**src/rtl/adcbe_pkg.sv**
```systemverilog
package adcbe_pkg;
  // Clock offset at which front stage index i (0-based) delivers its code
  function automatic int stage_skew(input int idx);
    return idx / 2;
  endfunction
endpackage

```
**src/rtl/adcbe_deskew.sv**
```systemverilog
module adcbe_deskew #(
  parameter int W     = 2,
  parameter int DEPTH = 1
) (
  input  logic         clk,
  input  logic         rst,
  input  logic [W-1:0] din,
  output logic [W-1:0] dout
);
  logic [W-1:0] taps [DEPTH];

  always_ff @(posedge clk) begin
    if (rst) taps[0] <= '0;
    else     taps[0] <= din;
  end

  generate
    for (genvar gt = 1; gt < DEPTH; gt++) begin : g_tap
      always_ff @(posedge clk) begin
        if (rst) taps[gt] <= '0;
        else     taps[gt] <= taps[gt-1];
      end
    end
  endgenerate

  assign dout = taps[DEPTH-1];
endmodule

```
**src/rtl/adcbe_merge.sv**
```systemverilog
module adcbe_merge #(
  parameter int N_FRONT = 9
) (
  input  logic [2*N_FRONT-1:0] codes,
  input  logic                 last_bit,
  output logic [N_FRONT:0]     word,
  output logic                 illegal
);
  localparam int OW = N_FRONT + 1;

  always_comb begin
    logic [OW-1:0] acc;
    logic [1:0]    c;
    acc     = '0;
    illegal = 1'b0;
    for (int i = 0; i < N_FRONT; i++) begin
      c = codes[2*i +: 2];
      if (c == 2'd3) begin
        c       = 2'd2;
        illegal = 1'b1;
      end
      acc = acc + (OW'(c) << (N_FRONT - 1 - i));
    end
    word = acc + OW'(last_bit);
  end
endmodule

```
**src/rtl/adcbe_outreg.sv**
```systemverilog
module adcbe_outreg #(
  parameter int W = 10
) (
  input  logic         clk,
  input  logic         rst,
  input  logic [W-1:0] din,
  input  logic         vin,
  output logic [W-1:0] dout,
  output logic         vout
);
  logic [W-1:0] hold_d;
  logic         hold_v;

  always_ff @(posedge clk) begin
    if (rst) begin
      hold_d <= '0;
      hold_v <= 1'b0;
      dout   <= '0;
      vout   <= 1'b0;
    end else begin
      hold_d <= din;
      hold_v <= vin;
      dout   <= hold_d;
      vout   <= hold_v;
    end
  end
endmodule

```
**src/rtl/pipe_adc_backend.sv**
```systemverilog
module pipe_adc_backend #(
  parameter int N_FRONT = 9
) (
  input  logic                 clk,
  input  logic                 rst,
  input  logic                 s_valid,
  input  logic [2*N_FRONT-1:0] s_codes,
  input  logic                 s_last_bit,
  input  logic                 fmt_twos,
  output logic [N_FRONT:0]     d_data,
  output logic                 d_valid,
  output logic                 code_err
);
  import adcbe_pkg::*;

  localparam int OW   = N_FRONT + 1;
  localparam int MAXD = N_FRONT / 2;

  logic [2*N_FRONT-1:0] al_codes;
  logic                 al_last;
  logic                 al_valid;
  logic [OW-1:0]        raw_sum;
  logic                 any_bad;
  logic [OW-1:0]        sum_q;
  logic                 sum_v;
  logic [OW-1:0]        fmt_word;

  // Per-stage deskew: earlier stages wait longer
  generate
    for (genvar gi = 0; gi < N_FRONT; gi++) begin : g_stage
      adcbe_deskew #(.W(2), .DEPTH(MAXD - stage_skew(gi) + 1)) u_dly (
        .clk  (clk),
        .rst  (rst),
        .din  (s_codes[2*gi +: 2]),
        .dout (al_codes[2*gi +: 2])
      );
    end
  endgenerate

  adcbe_deskew #(.W(1), .DEPTH(MAXD - stage_skew(N_FRONT) + 1)) u_last_dly (
    .clk  (clk),
    .rst  (rst),
    .din  (s_last_bit),
    .dout (al_last)
  );

  adcbe_deskew #(.W(1), .DEPTH(MAXD + 1)) u_valid_dly (
    .clk  (clk),
    .rst  (rst),
    .din  (s_valid),
    .dout (al_valid)
  );

  adcbe_merge #(.N_FRONT(N_FRONT)) u_merge (
    .codes    (al_codes),
    .last_bit (al_last),
    .word     (raw_sum),
    .illegal  (any_bad)
  );

  always_ff @(posedge clk) begin
    if (rst) begin
      sum_q    <= '0;
      sum_v    <= 1'b0;
      code_err <= 1'b0;
    end else begin
      sum_q <= raw_sum;
      sum_v <= al_valid;
      if (al_valid && any_bad) code_err <= 1'b1;
    end
  end

  assign fmt_word = fmt_twos ? {~sum_q[OW-1], sum_q[OW-2:0]} : sum_q;

  adcbe_outreg #(.W(OW)) u_out (
    .clk  (clk),
    .rst  (rst),
    .din  (fmt_word),
    .vin  (sum_v),
    .dout (d_data),
    .vout (d_valid)
  );
endmodule

```
**config.mk**
```make
export PLATFORM = sky130hd
export DESIGN_NAME = pipe_adc_backend
export DESIGN_NICKNAME = d
export VERILOG_FILES = /design/src/rtl/adcbe_pkg.sv /design/src/rtl/adcbe_deskew.sv /design/src/rtl/adcbe_merge.sv /design/src/rtl/adcbe_outreg.sv /design/src/rtl/pipe_adc_backend.sv
export SDC_FILE = /design/constraint.sdc
export NUM_CORES = 1
export LEC_CHECK = 0
export ABC_AREA = 1
export BUFFER_PORTS_ARGS = -buffer_cell sky130_fd_sc_hd__buf_2
export CAP_MARGIN = 20
export CELL_PAD_IN_SITES_DETAIL_PLACEMENT = 0
export CELL_PAD_IN_SITES_GLOBAL_PLACEMENT = 1
export CORE_ASPECT_RATIO = 1.4
export CORE_MARGIN = 4
export CORE_UTILIZATION = 30
export DETAILED_ROUTE_END_ITERATION = 16
export MAX_ROUTING_LAYER = met4
export PLACE_DENSITY = 0.57
export SLEW_MARGIN = 20
export SYNTH_ARGS = -nofsm -noshare
export SYNTH_HDL_FRONTEND = slang
export SYNTH_SLANG_ARGS = --single-unit
```
**constraint.sdc**
```tcl
create_clock -name clk -period 4.1 [get_ports clk]
set_clock_uncertainty 0.15 [all_clocks]
set_input_delay 1.23 -clock clk [delete_from_list [all_inputs] [get_ports clk]]
set_output_delay 1.23 -clock clk [all_outputs]
set_load 0.005 [all_outputs]
```
==> results of run 1 <==
through the flow:
step	hold slack (ns)	instance area, µm²	utilization	worst slack (ns)	cells
2_1_floorplan	0.2383	3332	-	2.032	416
3_5_place_dp	0.2416	3622	0.3333	1.436	575
3_3_place_gp	0.2395	3622	0.3333	1.461	575
4_1_cts	0.2511	3923	0.3610	1.799	591
6_report	0.2475	3923	0.3610	1.853	591
5_1_grt	0.2643	3923	0.3610	1.717	591
synth_stat cells:
cell	n
sky130_fd_sc_hd__a21oi_1	11
sky130_fd_sc_hd__a21oi_2	1
sky130_fd_sc_hd__buf_2	3
sky130_fd_sc_hd__clkbuf_1	15
sky130_fd_sc_hd__dfxtp_1	98
sky130_fd_sc_hd__fa_1	1
sky130_fd_sc_hd__ha_1	9
sky130_fd_sc_hd__inv_1	110
sky130_fd_sc_hd__inv_2	1
sky130_fd_sc_hd__nand2_1	34
sky130_fd_sc_hd__nand2_2	2
sky130_fd_sc_hd__nand3_1	5
sky130_fd_sc_hd__nand3_2	2
sky130_fd_sc_hd__nand4_1	2
sky130_fd_sc_hd__nor2_1	111
sky130_fd_sc_hd__nor2_2	1
sky130_fd_sc_hd__nor3_2	1
sky130_fd_sc_hd__o21a_1	1
sky130_fd_sc_hd__o21ai_0	5
sky130_fd_sc_hd__o21ai_1	1
sky130_fd_sc_hd__o21ai_2	1
sky130_fd_sc_hd__xnor2_1	1
routing by layer:
| layer | GRT usage | vias to the layer above |
|---|---|---|
| met4 | 0.07104 | 0 |
| li1 | - | 1227 |
| met2 | 0.1532 | 35 |
| met3 | 0.02004 | 13 |
| met5 | - | - |
| met1 | 0.09448 | 902 |
power by group through the flow:
stage	logic, mW	registers (mW)	clock network (mW)
3_5_place_dp	0.0732	1.01	0
2_1_floorplan	0.0512	1.01	0
5_1_grt	0.0862	0.995	0.904
4_1_cts	0.0735	0.992	0.869
3_3_place_gp	0.0726	1.01	0
6_report	0.0710	0.992	0.836
flip-flops by register name (all words and copies together), names as in the netlist:
register and count:
u_out.dout 10, sum_q 10, u_out.hold_v 1, u_out.vout 1, g_stage.u_dly.taps 58, u_last_dly.taps 1, u_valid_dly.taps 5, code_err 1
sum_v 1, u_out.hold_d 10
cells in the final DEF (no fill, tap or decap):
| cell type | count |
|---|---|
| sky130_fd_sc_hd__a21oi_1 | 11 |
| sky130_fd_sc_hd__a21oi_2 | 1 |
| sky130_fd_sc_hd__buf_2 | 34 |
| sky130_fd_sc_hd__buf_4 | 2 |
| sky130_fd_sc_hd__bufinv_16 | 1 |
| sky130_fd_sc_hd__clkbuf_1 | 1 |
| sky130_fd_sc_hd__clkbuf_16 | 9 |
| sky130_fd_sc_hd__clkinv_2 | 1 |
| sky130_fd_sc_hd__clkinvlp_4 | 1 |
| sky130_fd_sc_hd__dfxtp_1 | 98 |
| sky130_fd_sc_hd__fa_1 | 1 |
| sky130_fd_sc_hd__ha_1 | 9 |
| sky130_fd_sc_hd__inv_1 | 110 |
| sky130_fd_sc_hd__inv_2 | 1 |
| sky130_fd_sc_hd__inv_6 | 2 |
| sky130_fd_sc_hd__inv_8 | 1 |
| sky130_fd_sc_hd__nand2_1 | 34 |
| sky130_fd_sc_hd__nand2_2 | 2 |
| sky130_fd_sc_hd__nand3_1 | 5 |
| sky130_fd_sc_hd__nand3_2 | 2 |
| sky130_fd_sc_hd__nand4_1 | 2 |
| sky130_fd_sc_hd__nor2_1 | 111 |
| sky130_fd_sc_hd__nor2_2 | 1 |
| sky130_fd_sc_hd__nor3_2 | 1 |
| sky130_fd_sc_hd__o21a_1 | 1 |
| sky130_fd_sc_hd__o21ai_0 | 5 |
| sky130_fd_sc_hd__o21ai_1 | 1 |
| sky130_fd_sc_hd__o21ai_2 | 1 |
| sky130_fd_sc_hd__xnor2_1 | 1 |
worst max-delay path, delay by kind of cell:
family                 cells  cell delay (ns)
buffers and inverters      2             0.95
and+or+nand+nor            1             0.10
cell families (layout without fill, tap and decap cells):
| family | count (synthesis) | count (layout) | synth area share |
|---|---|---|---|
| DFF | 98 | 98 | 0.5888 |
| AOI/OAI and AO/OA | 20 | 20 | 0.03304 |
| buffers and inverters | 129 | 163 | 0.1464 |
| and+or+nand+nor | 158 | 158 | 0.1893 |
| adders and majority gates | 10 | 10 | 0.03981 |
| xor gates and xnor gates | 1 | 1 | 0.002629 |
area by class of cell:
class	instances	area (µm²)	area share
multi-input combinational	189	882.1	0.2249
tap	141	176.4	0.04498
timing repair buffer	36	185.2	0.04721
clock inverter	6	71.32	0.01818
clock buffer	10	229.0	0.05837
inverter	111	416.7	0.1062
sequential	98	1962	0.5002
how the worst max path moves through the flow:
stage          startpoint                     endpoint  slack (ns)  cells after the start
6_report              rst  g_stage[3].u_dly.taps[2][1]        1.85                      3
5_1_grt               rst  g_stage[3].u_dly.taps[1][0]        1.72                      3
4_1_cts               rst  g_stage[3].u_dly.taps[2][1]        1.80                      3
3_5_place_dp          rst  g_stage[3].u_dly.taps[2][1]        1.44                      3
3_3_place_gp          rst              u_out.hold_d[2]        1.46                      3
2_1_floorplan         rst  g_stage[0].u_dly.taps[0][0]        2.03                      4
==> out/metrics.csv, run 1 <==
metric,value,unit
"Avg Cell Area, Syn",8.009,µm²
PnR Total Power,1.899,mW
internal power contribution,1.491,mW
warnings from Yosys,0,
antenna diode count,0,
Max Root-Sink Buffers,2,
initial standard-cell utilization of the core,0.3066,
slack of the worst reg-to-reg path,2.21,ns
total global-route track usage,0.09242,
total detailed-routing wirelength,4989,µm
Boundary Pins,35,
pin slew with the least headroom to its limit,0.6571,ns
die area,12880,µm²
cell accounting for the most synthesized area,sky130_fd_sc_hd__dfxtp_1,
Inserted Clock Buffers,9,
total power divided by cell area,484.1,nW/µm²
Synth Register Bits,98,
Sink Count,98,
endpoint arrival time on the critical path,2.31,ns
DR DRC count,0,
distinct cell type count after synthesis,22,
r2r worst-path depth,9,
DR WL/cell,8.442,µm
post-layout net count,478,
maximum net fanout on the critical path,36,
top metal layer carrying routed signals,met4,
antenna violation net count after detailed routing,0,
width of the die,97.07,µm
first-pass GRT wire length,9135,µm
unrepaired setup endpoints after global routing,no,
capture endpoint of the worst hold path,u_out.hold_d[5],
maximum number of pins on one net before global-route repair,37,
worst hold path type,register to register,
endpoint type of the worst setup path,register,
post-CTS setup buffers,0,
count of max-cap constraint violations,0,
delay of the slowest cell on the worst path,0.50,ns
hold buffer count at cts,0,
worst flop-to-flop path startpoint,g_stage[8].u_dly.taps[0][1],
part of the total power dissipated in sequential elements,0.522,
IR Drop Worst-Case VDD,231.0,µV
share of the cycle needed by the critical path after routing,0.5480,
Mapped Cells,416,
portion of the post-synthesis area used by sequential elements,0.5888,
Gate power share,0.037,
Post-Syn Nets,449,
path type of the worst setup path,input port to register,
hold path cells,2,
final setup fails,0,
Critical R2R Capture,sum_q[6],
post-detailed-route via-to-cell ratio,3.684,
initial drt markers,90,
fill cell count,1148,
number of antenna violations at the first check in global routing,0,
clock tree from TritonCTS,yes,
slowest stage cell on the critical path,sky130_fd_sc_hd__buf_2,
status,finished clean,
element type at the critical path start,input port,
vertical die dimension,132.7,µm
maximum frequency from static timing analysis,445.1,MHz
number of H-tree branching levels,3,
hold violation total from the final report,0,
vias in the first global route,2098,
HPWL Detailed,3477,µm
DRT met1 WL,2202,µm
share of the synthesized area in the top cell type,0.5888,
sw power,408.1,µW
Hold Crit Start,sum_q[5],
part of the power in the clock network,0.440,
Row Count,45,
number of max-slew violations in the final report,0,
GR Overflow Total,0,
Crit path required time,4.17,ns
amount of wire on met3 after detailed routing,195,µm
metal2 WL,2379,µm
crit-path cells,"buf_2, buf_4, nor2_1",
total of cells resized after clock tree synthesis,0,
minimum clock period,2.247,ns
ratio of cells with drive above 1 in the final layout,0.1333,
synth top area cells,"sky130_fd_sc_hd__dfxtp_1 59%, sky130_fd_sc_hd__nor2_1 13%, sky130_fd_sc_hd__inv_1 12%, sky130_fd_sc_hd__nand2_1 3.8%, sky130_fd_sc_hd__ha_1 3.4%",
accumulated negative setup slack,0,ns
post-synthesis to final-layout area growth,17.72,%
CORE AREA,10870,µm²
vias,2177,
Worst-path clk slew,0.06,ns
"Cell Area, Synth",3332,µm²
weighted congestion at the end of routability-driven global placement,0.7970,
input/output buffers,34,
1st-pass router iterations,4,
Lkg Pwr,1.869,nW
clock latency reported for the late side of the worst-skew pair,0.34,ns
Root Driver,sky130_fd_sc_hd__clkbuf_16,
switching part of the total power,0.2149,
relative slew slack,0.5619,
Power figures use the tool's default switching activity.
==> run 2: changes to the inputs <==
--- a/config.mk
+++ b/config.mk
@@ -15,7 +15,7 @@
 export CORE_UTILIZATION = 30
 export DETAILED_ROUTE_END_ITERATION = 16
 export MAX_ROUTING_LAYER = met4
-export PLACE_DENSITY = 0.57
+export PLACE_DENSITY = 0.59
 export SLEW_MARGIN = 20
 export SYNTH_ARGS = -nofsm -noshare
 export SYNTH_HDL_FRONTEND = slang
==> constraint.sdc (replaced) <==
create_clock -name clk -period 2 [get_ports clk]
set_clock_uncertainty 0.15 [all_clocks]
set_input_delay 0.6 -clock clk [delete_from_list [all_inputs] [get_ports clk]]
set_output_delay 0.6 -clock clk [all_outputs]
set_load 0.005 [all_outputs]
==> out/metrics.csv, run 2 (same netlist as run 1, synthesis figures left out) <==
metric,value,unit
maximum number of pins on one net before global-route repair,68,
total power divided by cell area,985.6,nW/µm²
share of the cycle needed by the critical path after routing,0.9140,
PnR Total Power,3.882,mW
ratio of cells with drive above 1 in the final layout,0.1333,
Crit path required time,2.07,ns
Hold Crit Start,sum_q[6],
hold buffer count at cts,0,
hold violation total from the final report,0,
number of max-slew violations in the final report,0,
vias in the first global route,2031,
vertical die dimension,132.7,µm
path type of the worst setup path,register to register,
hold path cells,2,
Multi-input gate area,882.1,µm²
Sink Count,98,
crit-path most repeated cell,sky130_fd_sc_hd__nor2_1,
input/output buffers,34,
element type at the critical path start,register,
vias,2218,
crit-path cells,"nor2_1, ha_1, fa_1, inv_1, o21ai_2, nand2_2, nand3_2, nand2_1, nor2_1",
DR WL/cell,8.365,µm
status,finished clean,
GR Overflow Total,0,
accumulated negative setup slack,0,ns
width of the die,97.07,µm
HPWL Detailed,3627,µm
total global-route track usage,0.08883,
first-pass GRT wire length,8769,µm
fill cell count,1166,
maximum net fanout on the critical path,4,
maximum frequency from static timing analysis,547.0,MHz
Boundary Pins,35,
final setup fails,0,
capture endpoint of the worst hold path,u_out.hold_d[6],
antenna diode count,0,
Post-DP Area,3635,µm²
clock latency reported for the late side of the worst-skew pair,0.34,ns
number of cells in the design after placement,575,
clock tree from TritonCTS,yes,
count of max-cap constraint violations,0,
pin slew with the least headroom to its limit,0.3284,ns
worst hold path type,register to register,
number of cells in the finished layout apart from fillers,591,
relative slew slack,0.7808,
die area,12880,µm²
total detailed-routing wirelength,4944,µm
Critical R2R Capture,sum_q[8],
number of flip-flops in the largest register,58,
sequential standard cell area,1962,µm²
Lkg Pwr,1.878,nW
number of antenna violations at the first check in global routing,0,
endpoint type of the worst setup path,register,
post-detailed-route via-to-cell ratio,3.753,
delay of the slowest cell on the worst path,0.42,ns
utilization after layout,0.3625,
Inserted Clock Buffers,9,
endpoint arrival time on the critical path,1.90,ns
Root Driver,sky130_fd_sc_hd__clkbuf_16,
minimum clock period,1.828,ns
register name with the most flops,g_stage.u_dly.taps,
initial standard-cell utilization of the core,0.3066,
slowest stage cell on the critical path,sky130_fd_sc_hd__fa_1,
Max Root-Sink Buffers,2,
design area,3939,µm²
post-CTS setup buffers,0,
total of cells resized after clock tree synthesis,0,
initial drt markers,30,
number of H-tree branching levels,3,
post-synthesis to final-layout area growth,18.21,%
r2r worst-path depth,9,
Worst-path clk slew,0.06,ns
IR Drop Worst-Case VDD,380.4,µV
unrepaired setup endpoints after global routing,no,
slack of the worst reg-to-reg path,0.17,ns
worst flop-to-flop path startpoint,g_stage[8].u_dly.taps[0][1],
Row Count,45,
antenna violation net count after detailed routing,0,
CORE AREA,10870,µm²
"commonest non-fill, non-tap cells in the layout","111 x sky130_fd_sc_hd__nor2_1, 110 x sky130_fd_sc_hd__inv_1, 98 x sky130_fd_sc_hd__dfxtp_1",
"most common cell after layout, fill and taps aside",sky130_fd_sc_hd__nor2_1,
1st-pass router iterations,4,
weighted congestion at the end of routability-driven global placement,0.8123,
DR DRC count,0,
post-layout net count,478,
-- run 2: cell types whose count changed in the layout (fill, tap and decap cells not counted), sizes merged --
cell	delta
clkinv	+2
clkbuf	+1
inv	-2
clkinvlp	-1
-- run 2: how the worst max path moves through the flow --
stage                                start       end  slack (ns)  depth (start not counted)
3_5_place_dp   g_stage[8].u_dly.taps[0][1]  sum_q[6]        0.18                          9
6_report       g_stage[8].u_dly.taps[0][1]  sum_q[8]        0.17                          9
3_3_place_gp   g_stage[8].u_dly.taps[0][1]  sum_q[6]        0.20                          9
2_1_floorplan  g_stage[8].u_dly.taps[0][1]  sum_q[6]        0.37                          9
4_1_cts        g_stage[8].u_dly.taps[0][1]  sum_q[8]        0.16                          9
5_1_grt        g_stage[8].u_dly.taps[0][1]  sum_q[6]        0.02                          9
-- run 2: per-layer routing --
| layer | up-vias | track usage | routed length, µm |
|---|---|---|---|
| li1 | 1227 | - | - |
| met1 | 947 | 0.08737 | 2060 |
| met2 | 32 | 0.1475 | 2471 |
| met3 | 12 | 0.03534 | 252 |
| met4 | 0 | 0.05230 | 161 |
| met5 | - | - | 0 |
-- run 2: critical path: cells and delay by family, from the launching register on --
family	cells	cell delay [ns]
flops	1	0.41
compound gates	1	0.09
fa+ha+maj	2	0.64
buf+inv	1	0.12
simple gates	5	0.30
-- run 2: cell type report --
class | instances | area share
flip-flops and latches | 98 | 0.4981
multi-input cells | 189 | 0.2240
inverters | 111 | 0.1058
clock buffers | 11 | 0.06163
repair buffers | 36 | 0.05019
well taps | 141 | 0.04479
clock inverters | 5 | 0.01557
-- run 2: where the power goes --
part / switching (mW) / total, mW / internal [mW]
registers: 0.0190 / 2.03 / 2.01
logic: 0.0883 / 0.149 / 0.0606
clock network: 0.690 / 1.70 / 1.01
-- run 2: through the flow --
stage | hold slack [ns] | setup slack, ns
after floorplan | 0.2383 | 0.3717
after global placement | 0.2388 | 0.1964
after detailed placement | 0.2416 | 0.1753
after CTS | 0.2510 | 0.1601
after global routing | 0.2595 | 0.02199
final | 0.2497 | 0.1720
==> run 3: changes to the inputs <==
--- a/config.mk
+++ b/config.mk
@@ -14,7 +14,6 @@
 export CORE_MARGIN = 4
 export CORE_UTILIZATION = 30
 export DETAILED_ROUTE_END_ITERATION = 16
-export MAX_ROUTING_LAYER = met4
 export PLACE_DENSITY = 0.59
 export SLEW_MARGIN = 20
 export SYNTH_ARGS = -nofsm -noshare
==> constraint.sdc (replaced) <==
create_clock -name clk -period 1.5 [get_ports clk]
set_clock_uncertainty 0.15 [all_clocks]
set_input_delay 0.45 -clock clk [delete_from_list [all_inputs] [get_ports clk]]
set_output_delay 0.45 -clock clk [all_outputs]
set_load 0.005 [all_outputs]
==> out/metrics.csv, run 3 (same netlist as run 1, synthesis figures left out) <==
metric,value,unit
Row Count,45,
register name with the most flops,g_stage.u_dly.taps,
minimum clock period,1.694,ns
maximum net fanout on the critical path,2,
number of cells in the design after placement,584,
final setup fails,8,
clock tree from TritonCTS,yes,
number of antenna violations at the first check in global routing,0,
endpoint arrival time on the critical path,1.76,ns
die area,12880,µm²
fill cell count,1113,
design area,4233,µm²
number of H-tree branching levels,3,
vias in the first global route,2053,
CORE AREA,10870,µm²
utilization after layout,0.3895,
post-synthesis to final-layout area growth,27.04,%
Inserted Clock Buffers,9,
worst hold margin,0.1542,ns
count of max-cap constraint violations,0,
PnR Total Power,5.309,mW
number of flip-flops in the largest register,58,
Lkg Pwr,1.980,nW
width of the die,97.07,µm
status,"complete, but fails checks",
IR Drop Worst-Case VDD,569.6,µV
Max Root-Sink Buffers,2,
weighted congestion at the end of routability-driven global placement,0.7941,
1st-pass router iterations,4,
Root Driver,sky130_fd_sc_hd__clkbuf_16,
vertical die dimension,132.7,µm
DR DRC count,0,
share of the cycle needed by the critical path after routing,1.129,
unrepaired setup endpoints after global routing,yes,
antenna diode count,0,
vias,2254,
worst hold path type,input port to register,
total power divided by cell area,1254,nW/µm²
antenna violation net count after detailed routing,0,
path type of the worst setup path,register to register,
maximum number of pins on one net before global-route repair,46,
total detailed-routing wirelength,5228,µm
maximum frequency from static timing analysis,590.3,MHz
"commonest non-fill, non-tap cells in the layout","108 x sky130_fd_sc_hd__inv_1, 100 x sky130_fd_sc_hd__nor2_1, 90 x sky130_fd_sc_hd__dfxtp_1",
first-pass GRT wire length,8914,µm
post-detailed-route via-to-cell ratio,3.732,
Crit path required time,1.57,ns
violations in the final reports,negative setup slack,
hold buffer count at cts,0,
input/output buffers,34,
element type at the critical path start,register,
initial drt markers,59,
"crit path setup slack, layout",-0.1940,ns
pin slew with the least headroom to its limit,0.3315,ns
initial standard-cell utilization of the core,0.3066,
post-layout net count,491,
DR WL/cell,8.656,µm
number of max-slew violations in the final report,0,
Setup WS pre-CTS,-0.1700,ns
GR Overflow Total,0,
hold violation total from the final report,0,
HPWL Detailed,3529,µm
relative slew slack,0.7788,
number of cells in the finished layout apart from fillers,604,
"most common cell after layout, fill and taps aside",sky130_fd_sc_hd__inv_1,
total global-route track usage,0.08822,
Worst-path clk slew,0.07,ns
endpoint type of the worst setup path,register,
accumulated negative setup slack,-0.9014,ns
clock latency reported for the late side of the worst-skew pair,0.34,ns
Sink Count,98,
Boundary Pins,35,
ratio of cells with drive above 1 in the final layout,0.2441,
Post-DP Area,3725,µm²
==> run 3: worst paths after layout <==
path                                      end                         from  cells past startpoint  slack [ns]
setup / recovery                     sum_q[2]  g_stage[8].u_dly.taps[0][0]                      8       -0.19
hold / removal            u_valid_dly.taps[0]                      s_valid                      3        0.15
setup reg to reg                     sum_q[2]  g_stage[8].u_dly.taps[0][0]                      8       -0.19
hold reg to reg   g_stage[4].u_dly.taps[2][1]  g_stage[4].u_dly.taps[1][1]                      2        0.24
==> run 3: power by group <==
group	internal [mW]	total (mW)	switching [mW]
Combinational	0.109	0.244	0.134
Sequential	2.69	2.71	0.0267
Clock	1.36	2.35	0.994
==> run 3: layout make-up <==
type,count,area (µm²),area share
Clock inverter,6,71.32,0.01685
Clock buffer,10,239.0,0.05646
Timing Repair Buffer,49,315.3,0.07449
Multi-Input combinational cell,189,1040,0.2456
Inverter,111,419.2,0.09902
Tap cell,141,176.4,0.04168
Sequential cell,98,1972,0.4659
==> run 3: repair_timing <==
item | CTS | global route
buffers inserted | 1 | 3
pin swaps | 4 | 17
gates resized for setup | 13 | 33
endpoints found under the setup margin | 8 | 9
==> run 3: per-layer routing <==
layer  up-vias  part of all wire  global-route usage
met4         0             0.025             0.05152
met1       954              0.44             0.09344
met2        38              0.48              0.1463
met5         -                 0                   0
li1       1255                 -                   -
met3         7             0.052             0.03692
==> run 3: critical path, cell delays in order (launching register included) <==
cell and delay (ns):
sky130_fd_sc_hd__dfxtp_2 0.32, sky130_fd_sc_hd__inv_2 0.04, sky130_fd_sc_hd__nor2_2 0.03, sky130_fd_sc_hd__ha_2 0.19
sky130_fd_sc_hd__fa_2 0.42, sky130_fd_sc_hd__buf_4 0.15, sky130_fd_sc_hd__buf_6 0.10, sky130_fd_sc_hd__o21ai_1 0.11
sky130_fd_sc_hd__a21oi_1 0.06
